===== src/rtl/rvt_pkg.sv =====
package rvt_pkg;
  localparam int unsigned DATA_W = 64;
  localparam int unsigned PAGE_W = 12;

  function automatic logic [DATA_W-1:0] page_mask(input int unsigned pa_w);
    logic [DATA_W-1:0] m;
    for (int b = 0; b < DATA_W; b++) m[b] = (b >= PAGE_W) && (b < pa_w);
    return m;
  endfunction
endpackage


===== src/rtl/rvt_decode.sv =====
module rvt_decode #(
  parameter int unsigned N_CPU  = 4,
  parameter int unsigned ADDR_W = 8,
  localparam int unsigned IDX_W = (N_CPU > 1) ? $clog2(N_CPU) : 1
) (
  input  logic [ADDR_W-1:0] addr_i,
  output logic              hit_o,
  output logic [IDX_W-1:0]  idx_o
);
  logic [ADDR_W-1:0] slot;
  assign slot  = {3'b000, addr_i[ADDR_W-1:3]};
  assign hit_o = (addr_i[2:0] == 3'b000) && (slot < ADDR_W'(N_CPU));
  assign idx_o = slot[IDX_W-1:0];
endmodule


===== src/rtl/rvt_entry.sv =====
module rvt_entry
  import rvt_pkg::*;
#(
  parameter int unsigned PA_W = 40
) (
  input  logic              clk_i,
  input  logic              rst_ni,
  input  logic              wr_i,
  input  logic [DATA_W-1:0] wdata_i,
  input  logic              release_i,
  output logic [DATA_W-1:0] fld_o,
  output logic              lock_o,
  output logic [DATA_W-1:0] vec_o
);
  localparam logic [DATA_W-1:0] KEEP = page_mask(PA_W);

  logic [DATA_W-1:0] fld_q, vec_q;
  logic              lock_q, rel_q;
  logic              unused_bits;

  assign unused_bits = ^(wdata_i & ~KEEP & ~DATA_W'(1));

  always_ff @(posedge clk_i or negedge rst_ni) begin
    if (!rst_ni) begin
      fld_q  <= '0;
      lock_q <= 1'b0;
    end else if (wr_i && !lock_q) begin
      fld_q  <= wdata_i & KEEP;
      lock_q <= wdata_i[0];
    end
  end

  // capture on rising release only
  always_ff @(posedge clk_i or negedge rst_ni) begin
    if (!rst_ni) begin
      rel_q <= 1'b0;
      vec_q <= '0;
    end else begin
      rel_q <= release_i;
      if (release_i && !rel_q) vec_q <= fld_q;
    end
  end

  assign fld_o  = fld_q;
  assign lock_o = lock_q;
  assign vec_o  = vec_q;
endmodule


===== src/rtl/rvt_table.sv =====
module rvt_table
  import rvt_pkg::*;
#(
  parameter int unsigned N_CPU  = 4,
  parameter int unsigned PA_W   = 40,
  parameter int unsigned ADDR_W = 8
) (
  input  logic                          clk_i,
  input  logic                          rst_ni,
  input  logic                          reg_valid_i,
  input  logic                          reg_write_i,
  input  logic [ADDR_W-1:0]             reg_addr_i,
  input  logic [63:0]                   reg_wdata_i,
  output logic [63:0]                   reg_rdata_o,
  input  logic [N_CPU-1:0]              cpu_release_i,
  output logic [N_CPU-1:0][63:0]        cpu_vec_o
);
  localparam int unsigned IDX_W = (N_CPU > 1) ? $clog2(N_CPU) : 1;

  logic                    hit;
  logic [IDX_W-1:0]        idx;
  logic [N_CPU-1:0][63:0]  fld_w;
  logic [N_CPU-1:0]        lock_w;
  logic [63:0]             rdata_q;

  rvt_decode #(.N_CPU(N_CPU), .ADDR_W(ADDR_W)) i_dec (
    .addr_i (reg_addr_i),
    .hit_o  (hit),
    .idx_o  (idx)
  );

  for (genvar g = 0; g < N_CPU; g++) begin : g_slot
    logic wr_sel;
    assign wr_sel = reg_valid_i && reg_write_i && hit && (idx == IDX_W'(g));
    rvt_entry #(.PA_W(PA_W)) i_entry (
      .clk_i     (clk_i),
      .rst_ni    (rst_ni),
      .wr_i      (wr_sel),
      .wdata_i   (reg_wdata_i),
      .release_i (cpu_release_i[g]),
      .fld_o     (fld_w[g]),
      .lock_o    (lock_w[g]),
      .vec_o     (cpu_vec_o[g])
    );
  end

  always_ff @(posedge clk_i or negedge rst_ni) begin
    if (!rst_ni) rdata_q <= '0;
    else if (reg_valid_i && !reg_write_i)
      rdata_q <= hit ? (fld_w[idx] | {63'b0, lock_w[idx]}) : '0;
  end

  assign reg_rdata_o = rdata_q;
endmodule


===== config.mk =====
export PLATFORM = sky130hd
export DESIGN_NAME = rvt_table
export DESIGN_NICKNAME = d
export VERILOG_FILES = /design/src/rtl/rvt_pkg.sv /design/src/rtl/rvt_decode.sv /design/src/rtl/rvt_entry.sv /design/src/rtl/rvt_table.sv
export SDC_FILE = /design/constraint.sdc
export NUM_CORES = 1
export LEC_CHECK = 0
export ABC_AREA = 1
export ABC_CLOCK_PERIOD_IN_PS = 3550
export CORE_AREA = 8 8 212 164
export CTS_CLUSTER_SIZE = 30
export DETAILED_ROUTE_END_ITERATION = 8
export DIE_AREA = 0 0 220 172
export PLACE_DENSITY_LB_ADDON = 0.1
export SLEW_MARGIN = 0
export SYNTH_ARGS = -nofsm -noshare
export SYNTH_HDL_FRONTEND = slang
export SYNTH_SLANG_ARGS = --single-unit
export TNS_END_PERCENT = 20

===== constraint.sdc =====
create_clock -name clk_i -period 3.55 [get_ports clk_i]
set_clock_uncertainty 0.1 [all_clocks]
set_input_delay 0.71 -clock clk_i [delete_from_list [all_inputs] [get_ports clk_i]]
set_output_delay 0.71 -clock clk_i [all_outputs]
set_load 0.03 [all_outputs]

==> flow_summary.toml <==
[status]
status = "complete, no violations"

[routing]
drc = 0
wl_per_cell_um = 17.5
ant_nets = 0
drt_pass1_iterations = 5
first_iter_violations = 708
vias = 9364
post_drt_via_cell_ratio = 4.42
drt_wl_total_um = 37000

[power_and_ir_drop]
pwr-share-clk_pct = 46.5
power_leakage_nw = 7.34
irDropWorstVdd_v = 0.000322
internal_power_w = 0.00486
p_switching_w = 0.00165
swShare_pct = 25.3
pwr_density_cell_nw_per_um2 = 439
p_comb_share_pct = 7.7
p_seq_share_pct = 45.8

[sta]
slew_headroom_pct = 34.8
fin_crit_sh_pct = 68.8
max_clock_freq_mhz = 409
grt_setup_unrepaired = "no"
fin_tns_setup_ns = 0
drv_slew = 0
fin_crit_ns = 2.44
tightest_slew_ns = 0.974
setup_ws_ns = 1.11
hold_violations = 0
setup_viol = 0

[logic_synthesis]
yosysSeqAreaShare_pct = 52.9
avgSynthCellArea_um2 = 8.10
synthCells = 1524
synth_commonest_cells = "467 x nand2_1, 261 x dfrtp_1, 182 x buf_4, 182 x nor2_1, 125 x inv_1"
ys_types = 15
yosys-top-cells-area = "dfrtp_1 53%, nand2_1 14%, buf_4 11%, nor2_1 5.5%, nand3_1 4.7%"
synth_area_um2 = 12400
synth_enable_flop_cells = 0
async_flop_share_pct = 100
synth.largest_area_cell = "dfrtp_1"
yosysTopAreaCellShare_pct = 52.9
synth.most_common_cell = "nand2_1"
dominantRegCellSynth = "dfrtp_1"
synth-seq-cells = 261
yosys_warnings = 0

[floorplan]
initial_core_util_pct = 39.2
design.die.area_um2 = 37800
dieHeight_um = 172
pin_count = 400
core_um2 = 31500
die_w_um = 220
rows = 57

[finish]
drive_gt1_share_pct = 4.52
fin_nets = 1764
syn2layout_area_growth_pct = 20.1
stdcell_count = 2119

[run]
cap_violations = 0

[placement]
gp_congestion = 0.862
io_buffers = 185
placed_cells = 2066
pre_cts_ws_ns = 0.608
place_hpwl_um = 26600

[grt]
first_global_vias = 9240
grt_use_total_pct = 19.2
grt_max_degree = 117
grt.overflow.total = 0
grt_pass1_wl_um = 56500
antenna_found_initial = 1

[setup_path]
worst_r2r_startpoint = "g_slot[1].i_entry.lock_o$_DFFE_PN0P_"
crit_type = "reg2out"
cp-start-kind = "flip-flop"
cp_slowest_cell = "clkdlybuf4s50_1"
reg2reg_slack_ns = 1.89
slowest_delay_ns = 0.70
cp_data_arrival_time_ns = 1.63
cp-startpoint = "g_slot[3].i_entry.vec_o[27]$_DFFE_PN0P_"
critPathCaptureType = "output pin"
crit_family = "buffers and inverters"
critical_path_buf_inv_count = 1
cp.required_ns = 2.74
path_cells = "clkdlybuf4s50_1"
critPathMaxFanout = 2

[clocking]
htreeDepth = 1
cts_tree = "built"
cts_hold_buf = 0
ctsResizeCount = 0
cts_sinks = 261
clock_latency_ns = 0.54
cts_setup_buffers = 0
cts_buffers = 29
clockRootBuffer = "clkbuf_16"
cts.clk_slew.worst_paths_ns = 0.06
cts_buffer_depth = 3

[min_path]
hp-class = "in2async"
-- logic make-up after synthesis --
| kind of cell | Yosys count | share of synthesized area, % |
|---|---|---|
| compound gates | 112 | 4.54 |
| other cells | 1 | 0.0304 |
| simple gates | 772 | 24.9 |
| flops | 261 | 52.9 |
| buf+inv | 378 | 17.6 |
-- routing by layer --
layer  global-route usage, %  share of wire [%]  wire [um]
met1                    30.0                 50      18600
met2                    26.9                 41      15000
met3                    3.46                7.0       2600
met4                    4.46                2.1        787
met5                       0                  0          0
-- power groups by stage --
stage               Sequential, W  Combinational [W]  Clock [W]
finish                    0.00298           0.000504    0.00302
detailed placement        0.00303           0.000500          0
global placement          0.00303           0.000498          0
global route              0.00298           0.000542    0.00324
floorplan                 0.00304           0.000467          0
CTS                       0.00298           0.000500    0.00311
-- cell usage in the layout, fill, tap and decap left out --
master and instances:
nand2_1 465, dfrtp_1 261, clkdlybuf4s50_1 184, conb_1 179
nor2_1 177, inv_1 125, nand3_1 117, o21ai_0 112
clkbuf_16 29, buf_4 16, clkbuf_1 8, clkinv_2 7
nor2_2 5, clkbuf_8 5, nand3_2 4, bufinv_16 3
buf_12 3, nor2_4 2, nand2_2 2, diode_2 1
buf_8 1
-- stage by stage --
stage               util [%]  instance area (um2)  power [W]  hold slack (ns)
finish                  47.1                14800    0.00651           0.0804
global route            47.1                14800    0.00676            0.108
CTS                     47.1                14800    0.00659           0.0991
detailed placement      44.1                13900    0.00353            0.358
global placement        44.1                13900    0.00353            0.353
floorplan                  -                13000    0.00350            0.314
-- worst paths after layout --
| check | depth (start not counted) | end |
|---|---|---|
| setup / recovery | 1 | cpu_vec_o[219] |
| hold / removal | 1 | g_slot[2].i_entry.vec_o[21]$_DFFE_PN0P_ |
| setup reg to reg | 4 | g_slot[1].i_entry.fld_o[14]$_DFFE_PN0P_ |
| hold reg to reg | 2 | g_slot[1].i_entry.fld_o[26]$_DFFE_PN0P_ |
| max in group asynchronous | 2 | reg_rdata_o[30]$_DFFE_PN0P_ |
| min in group clk_i | 2 | g_slot[1].i_entry.fld_o[26]$_DFFE_PN0P_ |
-- sequential cells by signal, summed over array words and instances, names as in the netlist --
name / cells
g_slot.i_entry.rel_q: 4
g_slot.i_entry.lock_o: 4
g_slot.i_entry.vec_o: 112
g_slot.i_entry.fld_o: 112
reg_rdata_o: 29
-- layout make-up --
class	instances	area (um2)
Clock inverter	10	125
Inverter	125	469
Fill cell	3155	16700
Timing Repair Buffer	204	2040
Clock buffer	42	825
Tap cell	413	517
Multi-Input combinational cell	1063	4330
Sequential cell	261	6530
Antenna cell	1	2.50
(Power assumes the default switching activity.)
